<file path="config.mk">
export PLATFORM = sky130hd
export DESIGN_NAME = rstgen_top
export DESIGN_NICKNAME = d
export VERILOG_FILES = /design/src/rtl/rstgen_pkg.sv /design/src/rtl/rstgen_pin_sync.sv /design/src/rtl/rstgen_stretch.sv /design/src/rtl/rstgen_regs.sv /design/src/rtl/rstgen_fsm.sv /design/src/rtl/rstgen_top.sv
export SDC_FILE = /design/constraint.sdc
export NUM_CORES = 1
export LEC_CHECK = 0
export CAP_MARGIN = 20
export CORE_ASPECT_RATIO = 2
export CORE_MARGIN = 4
export CORE_UTILIZATION = 51
export CTS_CLUSTER_SIZE = 16
export DETAILED_ROUTE_END_ITERATION = 10
export PLACE_DENSITY = 0.87
export SLEW_MARGIN = 15
export SYNTH_ARGS = -nofsm -noshare
export SYNTH_HDL_FRONTEND = slang
export SYNTH_SLANG_ARGS = --single-unit
</file>
<file path="constraint.sdc">
create_clock -name clk_slow -period 5.1 [get_ports clk_slow]
set_input_delay 0.765 -clock clk_slow [delete_from_list [all_inputs] [get_ports clk_slow]]
set_output_delay 0.765 -clock clk_slow [all_outputs]
set_load 0.05 [all_outputs]
</file>
<file path="src/rtl/rstgen_pkg.sv">
package rstgen_pkg;

  localparam logic [7:0] WR_KEY = 8'hA5;

  typedef enum logic [2:0] {
    CAUSE_POWER = 3'd0,
    CAUSE_WDOG  = 3'd2,
    CAUSE_SOFT  = 3'd3,
    CAUSE_USER  = 3'd4
  } cause_e;

  typedef enum logic [2:0] {
    ST_BOOT,
    ST_IDLE,
    ST_WDOG,
    ST_SOFT,
    ST_USER
  } state_e;

  // Number of cycles the line is held for exponent e: 2^(e+1).
  function automatic logic [31:0] stretch_cycles(input logic [7:0] e);
    return 32'd1 << ({24'd0, e} + 32'd1);
  endfunction

endpackage

</file>
<file path="src/rtl/rstgen_pin_sync.sv">
module rstgen_pin_sync #(
  parameter int STAGES = 2
) (
  input  logic clk,
  input  logic rst_n,
  input  logic pin_in,
  output logic pin_level
);

  logic [STAGES-1:0] chain;

  for (genvar i = 0; i < STAGES; i++) begin : g_stage
    if (i == 0) begin : g_first
      always_ff @(posedge clk or negedge rst_n) begin
        if (!rst_n) chain[i] <= 1'b1;
        else        chain[i] <= pin_in;
      end
    end else begin : g_next
      always_ff @(posedge clk or negedge rst_n) begin
        if (!rst_n) chain[i] <= 1'b1;
        else        chain[i] <= chain[i-1];
      end
    end
  end

  assign pin_level = chain[STAGES-1];

endmodule

</file>
<file path="src/rtl/rstgen_stretch.sv">
module rstgen_stretch #(
  parameter int ERSTL_W = 4
) (
  input  logic               clk,
  input  logic               rst_n,
  input  logic               start,
  input  logic [ERSTL_W-1:0] erstl,
  output logic               active,
  output logic               last
);

  localparam int CNT_W = (1 << ERSTL_W) + 1;

  logic [CNT_W-1:0] cnt;

  // Count reload for exponent e: 2^(e+1) - 1 (the counter runs down to zero).
  function automatic logic [CNT_W-1:0] reload(input logic [ERSTL_W-1:0] e);
    logic [ERSTL_W:0] sh;
    sh = {1'b0, e} + {{ERSTL_W{1'b0}}, 1'b1};
    return ({{(CNT_W-1){1'b0}}, 1'b1} << sh) - {{(CNT_W-1){1'b0}}, 1'b1};
  endfunction

  assign last = active && (cnt == '0);

  always_ff @(posedge clk or negedge rst_n) begin
    if (!rst_n) begin
      active <= 1'b0;
      cnt    <= '0;
    end else if (start) begin
      active <= 1'b1;
      cnt    <= reload(erstl);
    end else if (active) begin
      if (cnt == '0) active <= 1'b0;
      else           cnt    <= cnt - 1'b1;
    end
  end

  // A running pulse is only cut short by its final count.
  p_pulse_holds_r1: assert property (@(posedge clk) disable iff (!rst_n)
    (active && !last && !start) |=> active);

  // A new pulse never starts on top of a running one.
  p_start_when_free_r10: assert property (@(posedge clk) disable iff (!rst_n)
    start |-> !active);

endmodule

</file>
<file path="src/rtl/rstgen_regs.sv">
module rstgen_regs #(
  parameter int ERSTL_W = 4
) (
  input  logic               clk,
  input  logic               rst_n,
  input  logic               bus_wr,
  input  logic               bus_addr,
  input  logic [31:0]        bus_wdata,
  input  logic [2:0]         cause,
  output logic [31:0]        bus_rdata,
  output logic [ERSTL_W-1:0] erstl,
  output logic               sw_req
);
  import rstgen_pkg::*;

  localparam int FIELD_LSB = 8;

  logic key_ok;
  logic mode_wr_ok;

  assign key_ok     = (bus_wdata[31:24] == WR_KEY);
  assign mode_wr_ok = bus_wr && bus_addr && key_ok;
  assign sw_req     = bus_wr && !bus_addr && key_ok && bus_wdata[0];

  always_ff @(posedge clk or negedge rst_n) begin
    if (!rst_n)          erstl <= '0;
    else if (mode_wr_ok) erstl <= bus_wdata[FIELD_LSB +: ERSTL_W];
  end

  always_comb begin
    bus_rdata = '0;
    if (bus_addr) bus_rdata[FIELD_LSB +: ERSTL_W] = erstl;
    else          bus_rdata[2:0] = cause;
  end

  p_badkey_ignored_r3: assert property (@(posedge clk) disable iff (!rst_n)
    (bus_wr && bus_addr && (bus_wdata[31:24] != WR_KEY)) |=> $stable(erstl));

endmodule

</file>
<file path="src/rtl/rstgen_fsm.sv">
module rstgen_fsm #(
  parameter int HOLD_CYCLES = 3,
  parameter int SYNC_STAGES = 2
) (
  input  logic       clk,
  input  logic       rst_n,
  input  logic       wdt_fault,
  input  logic       wdt_proc_only,
  input  logic       sw_req,
  input  logic       pin_level,
  input  logic       drive_active,
  input  logic       drive_last,
  output logic       stretch_start,
  output logic       enter_user,
  output logic       proc_rst_n,
  output logic       periph_rst_n,
  output logic [2:0] cause
);
  import rstgen_pkg::*;

  localparam int HW = $clog2(HOLD_CYCLES + 1);
  localparam int GW = $clog2(SYNC_STAGES + 1);

  state_e        state;
  cause_e        cause_q;
  logic [HW-1:0] hold;
  logic [GW-1:0] guard;
  logic          wd_only;

  logic idle_free;
  logic take_wdog;
  logic take_soft;

  assign idle_free  = (state == ST_IDLE) && !drive_active && (guard == '0);
  assign take_wdog  = idle_free && wdt_fault;
  assign take_soft  = idle_free && !wdt_fault && sw_req;
  assign enter_user = idle_free && !wdt_fault && !sw_req && !pin_level;

  assign stretch_start = take_soft || (take_wdog && !wdt_proc_only);

  // Hold off line sampling while the synchroniser still carries our own low.
  always_ff @(posedge clk or negedge rst_n) begin
    if (!rst_n)            guard <= '0;
    else if (drive_active) guard <= GW'(SYNC_STAGES);
    else if (guard != '0)  guard <= guard - 1'b1;
  end

  always_ff @(posedge clk or negedge rst_n) begin
    if (!rst_n) begin
      state   <= ST_BOOT;
      hold    <= HW'(HOLD_CYCLES);
      wd_only <= 1'b0;
      cause_q <= CAUSE_POWER;
    end else begin
      case (state)
        ST_BOOT, ST_WDOG: begin
          if (hold == '0) state <= ST_IDLE;
          else            hold  <= hold - 1'b1;
        end
        ST_IDLE: begin
          if (take_wdog) begin
            state   <= ST_WDOG;
            hold    <= HW'(HOLD_CYCLES - 1);
            wd_only <= wdt_proc_only;
            cause_q <= CAUSE_WDOG;
          end else if (take_soft) begin
            state   <= ST_SOFT;
            cause_q <= CAUSE_SOFT;
          end else if (enter_user) begin
            state   <= ST_USER;
            cause_q <= CAUSE_USER;
          end
        end
        ST_SOFT: if (drive_last) state <= ST_IDLE;
        ST_USER: if (pin_level)  state <= ST_IDLE;
        default: state <= ST_IDLE;
      endcase
    end
  end

  assign proc_rst_n   = (state == ST_IDLE);
  assign periph_rst_n = !((state == ST_BOOT) || (state == ST_SOFT) ||
                          (state == ST_USER) || ((state == ST_WDOG) && !wd_only));
  assign cause = cause_q;

  // Independent age counter for the watchdog window.
  logic [HW-1:0] wd_age;
  always_ff @(posedge clk or negedge rst_n) begin
    if (!rst_n)                 wd_age <= '0;
    else if (state == ST_WDOG)  wd_age <= wd_age + 1'b1;
    else                        wd_age <= '0;
  end

  p_wdog_window_r5: assert property (@(posedge clk) disable iff (!rst_n)
    (state == ST_WDOG) |-> (wd_age < HW'(HOLD_CYCLES)));

  p_wdog_exit_r5: assert property (@(posedge clk) disable iff (!rst_n)
    ((state == ST_WDOG) && (wd_age == HW'(HOLD_CYCLES - 1))) |=> (state == ST_IDLE));

  p_no_self_user_r8: assert property (@(posedge clk) disable iff (!rst_n)
    enter_user |-> (!drive_active && !$past(drive_active)));

  p_proc_only_r7: assert property (@(posedge clk) disable iff (!rst_n)
    ((state == ST_WDOG) && wd_only) |-> (periph_rst_n && !drive_active));

  p_user_holds_r9: assert property (@(posedge clk) disable iff (!rst_n)
    ((state == ST_USER) && !pin_level) |=> (state == ST_USER));

endmodule

</file>
<file path="src/rtl/rstgen_top.sv">
module rstgen_top #(
  parameter int ERSTL_W     = 4,
  parameter int SYNC_STAGES = 2,
  parameter int HOLD_CYCLES = 3
) (
  input  logic        clk_slow,
  input  logic        por_n,
  input  logic        bus_wr,
  input  logic        bus_addr,
  input  logic [31:0] bus_wdata,
  output logic [31:0] bus_rdata,
  input  logic        wdt_fault,
  input  logic        wdt_proc_only,
  input  logic        rst_pin_in,
  output logic        rst_pin_oe,
  output logic        proc_rst_n,
  output logic        periph_rst_n
);

  logic [ERSTL_W-1:0] erstl;
  logic               sw_req;
  logic [2:0]         cause;
  logic               pin_level;
  logic               drive_active;
  logic               drive_last;
  logic               stretch_start;
  logic               enter_user;

  rstgen_regs #(.ERSTL_W(ERSTL_W)) u_regs (
    .clk(clk_slow), .rst_n(por_n), .bus_wr(bus_wr), .bus_addr(bus_addr),
    .bus_wdata(bus_wdata), .cause(cause), .bus_rdata(bus_rdata),
    .erstl(erstl), .sw_req(sw_req)
  );

  rstgen_pin_sync #(.STAGES(SYNC_STAGES)) u_sync (
    .clk(clk_slow), .rst_n(por_n), .pin_in(rst_pin_in), .pin_level(pin_level)
  );

  rstgen_stretch #(.ERSTL_W(ERSTL_W)) u_stretch (
    .clk(clk_slow), .rst_n(por_n), .start(stretch_start), .erstl(erstl),
    .active(drive_active), .last(drive_last)
  );

  rstgen_fsm #(.HOLD_CYCLES(HOLD_CYCLES), .SYNC_STAGES(SYNC_STAGES)) u_fsm (
    .clk(clk_slow), .rst_n(por_n), .wdt_fault(wdt_fault),
    .wdt_proc_only(wdt_proc_only), .sw_req(sw_req), .pin_level(pin_level),
    .drive_active(drive_active), .drive_last(drive_last),
    .stretch_start(stretch_start), .enter_user(enter_user),
    .proc_rst_n(proc_rst_n), .periph_rst_n(periph_rst_n), .cause(cause)
  );

  assign rst_pin_oe = drive_active;

endmodule

</file>
==> summary.txt <==
Outcome
  • Status: finished clean

Yosys
  • Dominant synthesized flop cell: dfrtp_1
  • Async set-reset flop share out of synthesis: 1.00
  • Post-Syn Area per Cell: 8.81 sq um
  • Synthesis Warnings: 0
  • Post-synth EDFFs: 0
  • Seq cells post-synth: 35
  • Area of the mapped netlist: 0.00236 sq mm
  • Post-Synthesis Cells: 268
  • Sequential area share after synthesis: 0.373
  • Synth cell types: 54

Worst setup path
  • Worst path bufs/invs: 1
  • Worst path most repeated cell: nor4_1
  • Crit-path max FO: 9
  • WS Path Type: primary input to flip-flop
  • Critical path's largest stage delay: 560 ps
  • Worst EP required: 5280 ps
  • Top delay family on crit path: simple AND/OR/NAND/NOR gates
  • Worst EP arrival: 4420 ps
  • Crit path cell chain: clkdlybuf4s50_1 -> or3b_2 -> nor4_1 -> o21a_1 -> mux2i_1 -> ha_1 -> or4b_1 -> nor4_1 -> o2111ai_1 -> nor4_1 -> xnor2_1 -> mux2i_1
  • Startpoint types: primary input
  • Slowest CP cell: clkdlybuf4s50_1
  • Crit end category: flip-flop
  • FF-to-FF setup slack: 1610 ps

Route
  • Vias/cell: 5.97
  • DR DRC count: 0
  • Via count: 2096
  • Final ANT Viol Nets: 0
  • Total wire length: 5750 um
  • DR iter-0 viols: 67
  • Drt first pass iters: 4
  • Post-DR wirelength/cell: 16.4 um

CTS
  • CTS sink count: 35
  • Clock root buffer: clkbuf_8
  • CTS buffer count: 5
  • CTS resizes: 0
  • Clock transition at path regs: 80 ps
  • Maximum root-to-sink buffer count: 2
  • CTS tree: yes
  • CTS HTree Levels: 2
  • Clock Latency Late Sink: 290 ps
  • Setup repair bufs after CTS: 0
  • Post-CTS Hold Buffers: 0

Timing
  • Least-Margin Pin Slew: 908 ps
  • Final min period: 4240 ps
  • Final worst-path cycle share: 0.831
  • Final hold vios: 0
  • Worst setup margin: 863 ps
  • Slew HR: 0.389
  • Final clock skew: 11.7 ps
  • Max Transition Viols Final: 0
  • Final setup fails: 0
  • Unrepaired setup endpoints after global routing: false
  • Achievable frequency: 236 MHz
  • Final setup TNS: 0 ps

Pwr
  • Worst VDD drop: 0.000267 V
  • Leak pwr: 1.06 nW
  • Comb pwr share: 0.148
  • Sequential share of power: 0.498
  • Clock share of power: 0.354
  • PwrDens: 212 mW/mm^2
  • Switch share: 0.305
  • Total power draw: 0.571 mW
  • P_int: 0.397 mW
  • NetSw: 0.174 mW

Layout
  • Layout cells sized above 1: 0.0875
  • Synthesis-to-finish area growth: 14.1%
  • Layout Cells excl Fill: 351
  • Ant diodes: 0
  • Final net count: 338

Floorplanning
  • Full die area: 0.00585 sq mm
  • Initial Utilization: 0.534
  • I/O Pins: 74
  • Die width: 56.1 um
  • Core footprint: 0.00442 sq mm
  • Rows: 34
  • Die height: 104 um

GRT
  • Initial antenna violation count: 0
  • Number of global-route vias before repair: 2103
  • Gr ovfl total: 0
  • GRT Util Overall: 0.201
  • First-pass GRT wire length: 9560 um
  • Largest net degree at the start of global routing: 36

Placement
  • Dpl hpwl: 4320 um
  • GP Congestion: 0.902
  • Port buffer count: 29
  • DP Cell Count: 343
  • Pre-CTS WS: 566 ps

Run
  • Count of max-cap constraint violations: 0

Worst hold path
  • HP Class: flip-flop to flip-flop
## power by group through the flow
| stage | logic, mW | registers, mW | clock network (mW) |
|---|---|---|---|
| 4_1_cts | 0.0845 | 0.284 | 0.204 |
| 5_1_grt | 0.0894 | 0.285 | 0.215 |
| 3_3_place_gp | 0.0832 | 0.289 | 0 |
| 2_1_floorplan | 0.0749 | 0.286 | 0 |
| 3_5_place_dp | 0.0843 | 0.290 | 0 |
| 6_report | 0.0848 | 0.284 | 0.202 |
## state kept, by name (all words and copies together), names as in the netlist, 2 cells and up
name,flops
u_fsm.cause,3
u_fsm.guard,2
u_fsm.hold,2
u_fsm.state,3
u_regs.erstl,4
u_stretch.cnt,17
## final cells by class
class	count	area, sq um
clock buffer	6	72.6
clock inverter	2	12.5
fill	396	1730
inverter	8	30.0
multi-input combinational	213	1310
sequential	35	881
tap	54	67.6
timing repair buffer	33	320
## cell families (layout without fill, tap and decap cells)
family,after synthesis,count (layout),synth area share
buf+inv,44,49,0.110
mux,10,10,0.0445
xor+xnor,13,13,0.0482
fa+ha+maj,3,3,0.0159
other cells,1,25,0.00159
flops,35,35,0.373
simple gates,98,98,0.232
compound gates,64,64,0.175
## cell usage in the layout (no fill, tap or decap), types with 2 or more instances in the layout
master and n:
inv_1 8, nor3_1 4, ha_1 3, nand4_1 4, nor2_1 23, a211oi_1 2, nand3_1 8, nor2b_1 4
or3_1 3, dfstp_2 4, o21a_1 4, a31oi_1 2, nor4_1 8, mux2i_1 6, o21ai_0 20, dfrtp_1 31
conb_1 25, a32oi_1 2, mux2_2 4, a21oi_1 17, nor3b_1 3, clkdlybuf4s50_1 29, nand2_1 20, a21o_1 2
a311oi_1 2, xnor2_1 7, nand2b_1 3, nand3b_1 4, buf_4 4, xor2_1 6, clkbuf_8 5, and2_1 5
## per-layer routing
layer	global-route usage	part of all wire	wire length [um]
met1	0.208	0.35	1990
met2	0.363	0.55	3150
met3	0.0298	0.053	307
met4	0.124	0.054	312
met5	0	0	0
## worst paths after layout
path                                 startpoint           endpoint  cells past startpoint
worst max register to register   u_fsm.state[2]  u_stretch.cnt[16]                     11
worst min-delay path            u_sync.chain[0]   u_sync.pin_level                      0
max in group asynchronous                 por_n   u_sync.pin_level                      2
worst max-delay path                   bus_addr  u_stretch.cnt[16]                     12
min in group asynchronous                 por_n      u_fsm.wd_only                      2
worst min register to register  u_sync.chain[0]   u_sync.pin_level                      0
## synthesized netlist by cell type, types with 3 or more instances
master | n | area share
a21oi_1 | 17 | 0.036
and2_1 | 5 | 0.013
buf_4 | 25 | 0.079
clkbuf_1 | 10 | 0.016
dfrtp_1 | 31 | 0.33
dfstp_2 | 4 | 0.045
ha_1 | 3 | 0.016
inv_1 | 8 | 0.013
mux2_2 | 4 | 0.019
mux2i_1 | 6 | 0.025
nand2_1 | 20 | 0.032
nand2b_1 | 3 | 0.0079
nand3_1 | 8 | 0.017
nand3b_1 | 4 | 0.013
nand4_1 | 4 | 0.011
nor2_1 | 23 | 0.037
nor2b_1 | 4 | 0.011
nor3_1 | 4 | 0.0085
nor3b_1 | 3 | 0.0095
nor4_1 | 8 | 0.021
o21a_1 | 4 | 0.013
o21ai_0 | 20 | 0.042
or3_1 | 3 | 0.0079
xnor2_1 | 7 | 0.026
xor2_1 | 6 | 0.022
## per-stage QoR
stage	hold slack, ps	utilization	area, sq um
after floorplan	345	-	2450
after global placement	354	0.590	2610
after detailed placement	354	0.590	2610
after CTS	365	0.609	2690
after global routing	369	0.609	2690
final	364	0.609	2690
Power figures use the tool's default switching activity.
